--- config.mk ---
export PLATFORM = sky130hd
export DESIGN_NAME = cycle_prof_ctr
export DESIGN_NICKNAME = d
export VERILOG_FILES = /design/src/rtl/cycle_prof_ctr.sv
export SDC_FILE = /design/constraint.sdc
export NUM_CORES = 1
export LEC_CHECK = 0
export BUFFER_PORTS_ARGS = -buffer_cell sky130_fd_sc_hd__buf_2
export CORE_MARGIN = 8
export CORE_UTILIZATION = 41
export CTS_CLUSTER_DIAMETER = 200
export DETAILED_ROUTE_END_ITERATION = 10
export GPL_TIMING_DRIVEN = 0
export PLACE_DENSITY = 0.77
export SLEW_MARGIN = 20
export SYNTH_ARGS = -nofsm -noshare
export SYNTH_HDL_FRONTEND = slang
export SYNTH_SLANG_ARGS = --single-unit
--- constraint.sdc ---
create_clock -name clk -period 1.73 [get_ports clk]
set_input_delay 0.2595 -clock clk [delete_from_list [all_inputs] [get_ports clk]]
set_output_delay 0.2595 -clock clk [all_outputs]
set_load 0.03 [all_outputs]
--- src/rtl/cycle_prof_ctr.sv ---
module cycle_prof_ctr #(
  parameter int          CW      = 8,
  parameter int          DW      = 32,
  parameter int          AW      = 12,
  parameter logic [11:0] CPI_OFS = 12'h008,
  parameter logic [11:0] EXC_OFS = 12'h00C
) (
  input  logic          clk,
  input  logic          rst_n,
  input  logic          cpi_en,
  input  logic          cpi_evt_en,
  input  logic          exc_en,
  input  logic          extra_cyc,
  input  logic          lsu_owned,
  input  logic          fetch_stall,
  input  logic          exc_active,
  input  logic [AW-1:0] bus_addr,
  input  logic          bus_wr,
  input  logic [DW-1:0] bus_wdata,
  output logic [DW-1:0] bus_rdata,
  output logic          cpi_evt,
  output logic          exc_evt
);
  localparam logic [CW-1:0] TOP = {CW{1'b1}};

  logic [CW-1:0] cpi_cnt, exc_cnt;
  logic          cpi_en_q, exc_en_q;

  wire cpi_wr   = bus_wr && (bus_addr == AW'(CPI_OFS));
  wire exc_wr   = bus_wr && (bus_addr == AW'(EXC_OFS));
  wire cpi_rise = cpi_en && !cpi_en_q;
  wire exc_rise = exc_en && !exc_en_q;
  wire cpi_hit  = fetch_stall || (extra_cyc && !lsu_owned);
  wire cpi_inc  = cpi_en && !cpi_rise && !cpi_wr && cpi_hit;
  wire exc_inc  = exc_en && !exc_rise && !exc_wr && exc_active;

  always_ff @(posedge clk or negedge rst_n) begin
    if (!rst_n) begin
      cpi_en_q <= 1'b0;
      exc_en_q <= 1'b0;
    end else begin
      cpi_en_q <= cpi_en;
      exc_en_q <= exc_en;
    end
  end

  always_ff @(posedge clk or negedge rst_n) begin
    if (!rst_n) begin
      cpi_cnt <= '0;
      cpi_evt <= 1'b0;
    end else begin
      cpi_evt <= cpi_inc && cpi_evt_en && (cpi_cnt == TOP);
      if (cpi_wr)        cpi_cnt <= bus_wdata[CW-1:0];
      else if (cpi_rise) cpi_cnt <= '0;
      else if (cpi_inc)  cpi_cnt <= cpi_cnt + 1'b1;
    end
  end

  always_ff @(posedge clk or negedge rst_n) begin
    if (!rst_n) begin
      exc_cnt <= '0;
      exc_evt <= 1'b0;
    end else begin
      exc_evt <= exc_inc && (exc_cnt == TOP);
      if (exc_wr)        exc_cnt <= bus_wdata[CW-1:0];
      else if (exc_rise) exc_cnt <= '0;
      else if (exc_inc)  exc_cnt <= exc_cnt + 1'b1;
    end
  end

  always_comb begin
    bus_rdata = '0;
    if (bus_addr == AW'(CPI_OFS))      bus_rdata[CW-1:0] = cpi_cnt;
    else if (bus_addr == AW'(EXC_OFS)) bus_rdata[CW-1:0] = exc_cnt;
  end

  a_r1_reserved_zero: assert property (@(posedge clk) disable iff (!rst_n)
    bus_rdata[DW-1:CW] == '0);

  a_r8_cpi_evt_at_zero: assert property (@(posedge clk) disable iff (!rst_n)
    cpi_evt |-> (cpi_cnt == '0));

  a_r8_cpi_evt_single: assert property (@(posedge clk) disable iff (!rst_n)
    cpi_evt |=> !cpi_evt);

  a_r9_exc_evt_single: assert property (@(posedge clk) disable iff (!rst_n)
    exc_evt |=> !exc_evt);

  a_r9_exc_evt_at_zero: assert property (@(posedge clk) disable iff (!rst_n)
    exc_evt |-> (exc_cnt == '0));

  a_r6_cpi_hold: assert property (@(posedge clk) disable iff (!rst_n)
    (!cpi_en && !cpi_wr) |=> ($stable(cpi_cnt) && !cpi_evt));

  a_r6_exc_hold: assert property (@(posedge clk) disable iff (!rst_n)
    (!exc_en && !exc_wr) |=> ($stable(exc_cnt) && !exc_evt));

  a_r5_cpi_clear: assert property (@(posedge clk) disable iff (!rst_n)
    (cpi_en && !cpi_en_q && !cpi_wr) |=> (cpi_cnt == '0));

  a_r5_exc_clear: assert property (@(posedge clk) disable iff (!rst_n)
    (exc_en && !exc_en_q && !exc_wr) |=> (exc_cnt == '0));

  a_r3_double_one: assert property (@(posedge clk) disable iff (!rst_n)
    (cpi_en && cpi_en_q && !cpi_wr && fetch_stall && extra_cyc)
      |=> (cpi_cnt == $past(cpi_cnt) + 1'b1));

  a_r7_write_load: assert property (@(posedge clk) disable iff (!rst_n)
    exc_wr |=> (exc_cnt == $past(bus_wdata[CW-1:0])));
endmodule

Yosys cells after proc, flatten, opt, wreduce, memory -nomap -nowiden

Cells that the tools add are included.

Add/sub/neg operators: 2
$mul: 0
Div/mod/pow operators: 0
Magnitude comparators: 0
Equality and inequality tests: 4
Shift-type cells: 0
Multiplexer cells: 8
Bitwise gates (word level): 0
Reduce and logical (&&, ||, !) cells: 24

Operators by type and width:

| cell                  | number |
|---|---|
| $mux W8               | 8 |
| $eq A12 B4 Y1 const B | 2 |
| $add A8 B1 Y8 const B | 2 |
| $eq A8 B8 Y1 const B  | 2 |
| $logic_and A1 B1 Y1   | 14 |
| $logic_not A1 Y1      | 7 |
| $reduce_bool A3 Y1    | 2 |
| $logic_or A1 B1 Y1    | 1 |

Bits in registers: 20
Latch bits: 0
Bits in writable memories: 0
ROM bits: 0
Output and inout bits: 34
Logic and storage cells: 44
Memories: 0

Depth between registers and ports, before layout

Depth in word-level cells: 9
Mapped depth: 7
Gate-level depth less buffers: 5

Worst setup path before layout

OpenSTA, ideal clock, no wires.

Kind: input -> output
From: input bus_addr[5]
To: output bus_rdata[0]
Arrival time: 1.899 ns
Required time: 1.470 ns
Path slack: -0.428 ns
Stages on the path: 4
Path buffers: 1
Cells stage by stage: or4_4 -> or3_2 -> clkbuf_1 -> nor2_1

Cells in the longest elaborated chain, start to end: 3
Elaborated cells between the ends (all ways): 4

Ends and longest elaborated chain:

| what            | line | source |
|---|---|---|
| start, declared | 17   | `input logic [AW-1:0] bus_addr,` |
| $eq A12 B4 Y1   | 74   | `else if (bus_addr == AW'(EXC_OFS)) bus_rdata[CW-1:0] = exc_cnt;` |
| $mux W8         | 74   |  |
| $mux W8 (*)     | 73   | `if (bus_addr == AW'(CPI_OFS)) bus_rdata[CW-1:0] = cpi_cnt;` |
| end, declared   | 20   | `output logic [DW-1:0] bus_rdata,` |

Every way passes the cells marked *; elsewhere a longest branch is shown, timed or not.

Worst setup path after layout

From: input bus_addr[5]
To: output bus_rdata[4]

The elaborated chain is that of the path after synthesis.

==> reports/qor.txt <==
clk buf depth - 2
crit path to - bus_rdata[4]
first-pass GRT wire length - 7910 microns
power per cell area - 552 nW/um^2
maxcap violations - 0
CP top delay family - simple AND/OR/NAND/NOR gates
Worst R2R End - exc_evt$_DFF_PN0_
Die Wd - 79.7 microns
post-layout min period - 2.01 ns
yosys warns - 0
switch share - 29.6%
FF-to-FF path depth - 4
peak per-stage delay on the critical path - 0.58 ns
P_leak - 1.13 nW
Setup Skew - 0.00578 ns
worst hold path class - in2reg
status - finished, violations left
Slowest-stage cell, CP - or4_4
DR vias - 1702
routed wire length per instance - 15.1 microns
origin of the critical flop-to-flop path - exc_cnt[1]$_DFFE_PN0P_
dpl hpwl - 3500 microns
VDD IR max - 0.352 mV
largest net degree at the start of global routing - 21
num rows - 23
share of cells above drive strength 1 - 44.0%
Layout area overhead - 45.6%
critical path fanouts, max - 8
worst setup path startpoint - bus_addr[5]
R2R Setup Slk - 0.25 ns
switching pwr - 0.396 mW
Inserted Clock Buffers - 3
CTS H-tree lvls - 1
final WL - 4920 microns
Seq pwr share - 39.6%
final worst setup slack - -0.279 ns
CTS tree - done
startpoint types - input pin
Req. time, crit path - 1.47 ns
post-synthesis instance total - 199
Ant. Diodes - 0
IO buf count - 38
Post-Syn Area - 1660 sq um
Final setup viols - 22
grt total ovfl - 0
Worst Hold Launch - cpi_en
ANT nets after route - 0
clock network fraction of total power - 35.2%
Slew HR - 57.1%
DRT iter0 DRCs - 98
Overall Global Routing Usage - 15.3%
initial antenna violation count - 0
Int Pwr - 0.940 mW
Clock Latency Late Sink - 0.26 ns
Die Span Y - 79.7 microns
most used cell, CP - buf_6
Synth Register Bits - 20
failing checks - setup timing
worst-margin pin slew - 0.643 ns
Initial Util - 42.2%
critical path arrival - 1.75 ns
Placer Congestion - 0.817
RSZ-0062 raised after global routing - yes
Max Freq - 498 MHz
nets@finish - 334
CTS Sinks - 20
root buffer cell - clkbuf_8
Clock transition at path regs - 0.08 ns
Ports - 88
setup TNS - -3.37 ns
Via density - 5.20
distinct cell type count after synthesis - 41
Final period util - 116%
Hold Fails Final Rpt - 0
Slew Limit Fails - 0
vias in the first global route - 1707
buffers and inverters on the worst path - 2
die area - 6350 sq um
Crit. End Element - primary output
Post-route DRC - 0
Crit Path Category - in2out
register area share after synthesis - 30.1%
Core ar. - 3940 sq um
Comb power frac - 25.3%
Power Total - 1.34 mW
Crit path depth - 5
Syn Area/Cell - 8.36 sq um
CP Cell Sequence - buf_6 > or4_4 > or3_4 > nor2_4 > buf_6
First-pass DRT Iterations - 4
[layer usage]
metal / routed length (microns) / share of wire [%] / global-route usage, %
met1: 2000 / 41 / 18.3
met2: 2360 / 48 / 25.2
met5: 0 / 0 / 0
met3: 471 / 9.6 / 4.50
met4: 97 / 2.0 / 5.56
[cells in the final DEF, fill, tap and decap left out, drive strengths merged]
cell	instances
dlygate4sd3	1
bufinv	1
buf	81
and2	1
nand4	3
clkbuf	6
a21oi	9
nor4	3
nor2	12
or3b	1
or4	4
conb	24
o211ai	7
nor3	5
dfrtp	20
nor3b	1
inv	10
and3	4
a41oi	1
a31oi	1
o21ai	8
ha	2
or3	1
a22oi	1
and4	2
nand3	10
nand2	23
o2111ai	2
mux2i	8
nor2b	1
nand2b	3
a211oi	6
a31o	2
a221oi	9
or2	1
xor2	2
nor4b	1
[worst min path at each step]
| stage | to | slack (ns) | cells past startpoint |
|---|---|---|---|
| 2_1_floorplan | cpi_cnt[0]$_DFFE_PN0P_ | -0.04 | 0 |
| 6_report | cpi_en_q$_DFF_PN0_ | 0.12 | 1 |
| 3_5_place_dp | exc_cnt[1]$_DFFE_PN0P_ | 0.24 | 1 |
| 4_1_cts | cpi_en_q$_DFF_PN0_ | 0.12 | 1 |
| 5_1_grt | cpi_en_q$_DFF_PN0_ | 0.12 | 1 |
| 3_3_place_gp | exc_cnt[1]$_DFFE_PN0P_ | 0.24 | 1 |
[power groups by stage]
| stage | logic [mW] | registers, mW | clock network [mW] |
|---|---|---|---|
| floorplan | 0.233 | 0.528 | 0 |
| global placement | 0.301 | 0.537 | 0 |
| detailed placement | 0.306 | 0.537 | 0 |
| CTS | 0.319 | 0.528 | 0.481 |
| global route | 0.372 | 0.536 | 0.499 |
| finish | 0.337 | 0.529 | 0.470 |
[worst register-to-register path, cell delays in order (launching register included)]
cell and delay, ns:
dfrtp_1 0.44, ha_1 0.27, and4_1 0.28, nand4_1 0.16, nor3b_1 0.24
[cell type report]
class | count | area, sq um
plain buffers | 30 | 210
flip-flops and latches | 20 | 500
multi-input cells | 158 | 1140
repair buffers | 55 | 403
clock inverters | 1 | 30.0
clock buffers | 3 | 41.3
inverters | 10 | 37.5
well taps | 50 | 62.6
fillers | 347 | 1520
[cell usage after synthesis]
cell type	instances	share of area, %
a221oi_2	6	5.4
a211oi_1	6	2.7
o21ai_0	8	2.4
nor4_1	2	0.75
a41oi_1	1	0.53
conb_1	1	0.23
a221oi_1	3	1.6
or4_4	3	2.0
nand2_1	23	5.2
dfrtp_1	20	30
xor2_1	2	1.1
a21oi_1	9	2.7
or2_2	1	0.38
buf_6	2	1.4
and2_1	1	0.38
o211ai_1	7	3.2
nor2_1	12	2.7
nand4_1	3	1.1
o2111ai_1	2	1.1
nand3_1	10	3.0
a31oi_1	1	0.38
nor2b_1	1	0.38
ha_1	2	1.5
clkbuf_1	7	1.6
nor4_2	1	0.75
buf_4	24	11
nor3_1	5	1.5
nor4b_1	1	0.53
nand2b_1	3	1.1
or4_2	1	0.53
and3_4	1	0.68
a22oi_1	1	0.45
or3b_2	1	0.53
or3_2	1	0.45
inv_1	10	2.3
a31o_2	2	1.1
buf_1	1	0.23
and4_1	2	1.1
mux2i_1	8	4.8
and3_1	3	1.1
nor3b_1	1	0.45
[state kept, by name, summed over array words and instances, names as in the netlist]
register / count
cpi_evt: 1
exc_evt: 1
exc_en_q: 1
exc_cnt: 8
cpi_en_q: 1
cpi_cnt: 8
[through the flow]
stage	instances	hold WS, ns	util (%)	instance area [sq um]	setup slack (ns)
floorplan	222	-0.0361	-	1820	-0.365
global placement	310	0.241	52.7	2080	-0.605
detailed placement	310	0.244	52.7	2080	-0.613
CTS	323	0.118	59.3	2340	-0.277
global route	327	0.125	61.4	2420	-0.304
finish	327	0.121	61.4	2420	-0.279
[cell families (layout without fill, tap and decap cells)]
| logic type | count (synthesis) | in the layout | share of synthesized area [%] |
|---|---|---|---|
| AOI/OAI and AO/OA | 46 | 46 | 21.4 |
| xor gates and xnor gates | 2 | 2 | 1.05 |
| adders and majority gates | 2 | 2 | 1.50 |
| buffers and inverters | 44 | 99 | 16.2 |
| DFF | 20 | 20 | 30.1 |
| muxes | 8 | 8 | 4.81 |
| other | 1 | 24 | 0.225 |
| and+or+nand+nor | 76 | 76 | 24.7 |
[what timing repair did]
item	4_1_cts	5_1_grt
gates cloned	0	0
gates resized for setup	31	19
endpoints found under the setup margin	26	25
hold endpoints to repair	20	0
hold buffers	1	0
pin swaps	9	16
setup buffers	11	5
Power figures use the tool's default switching activity.
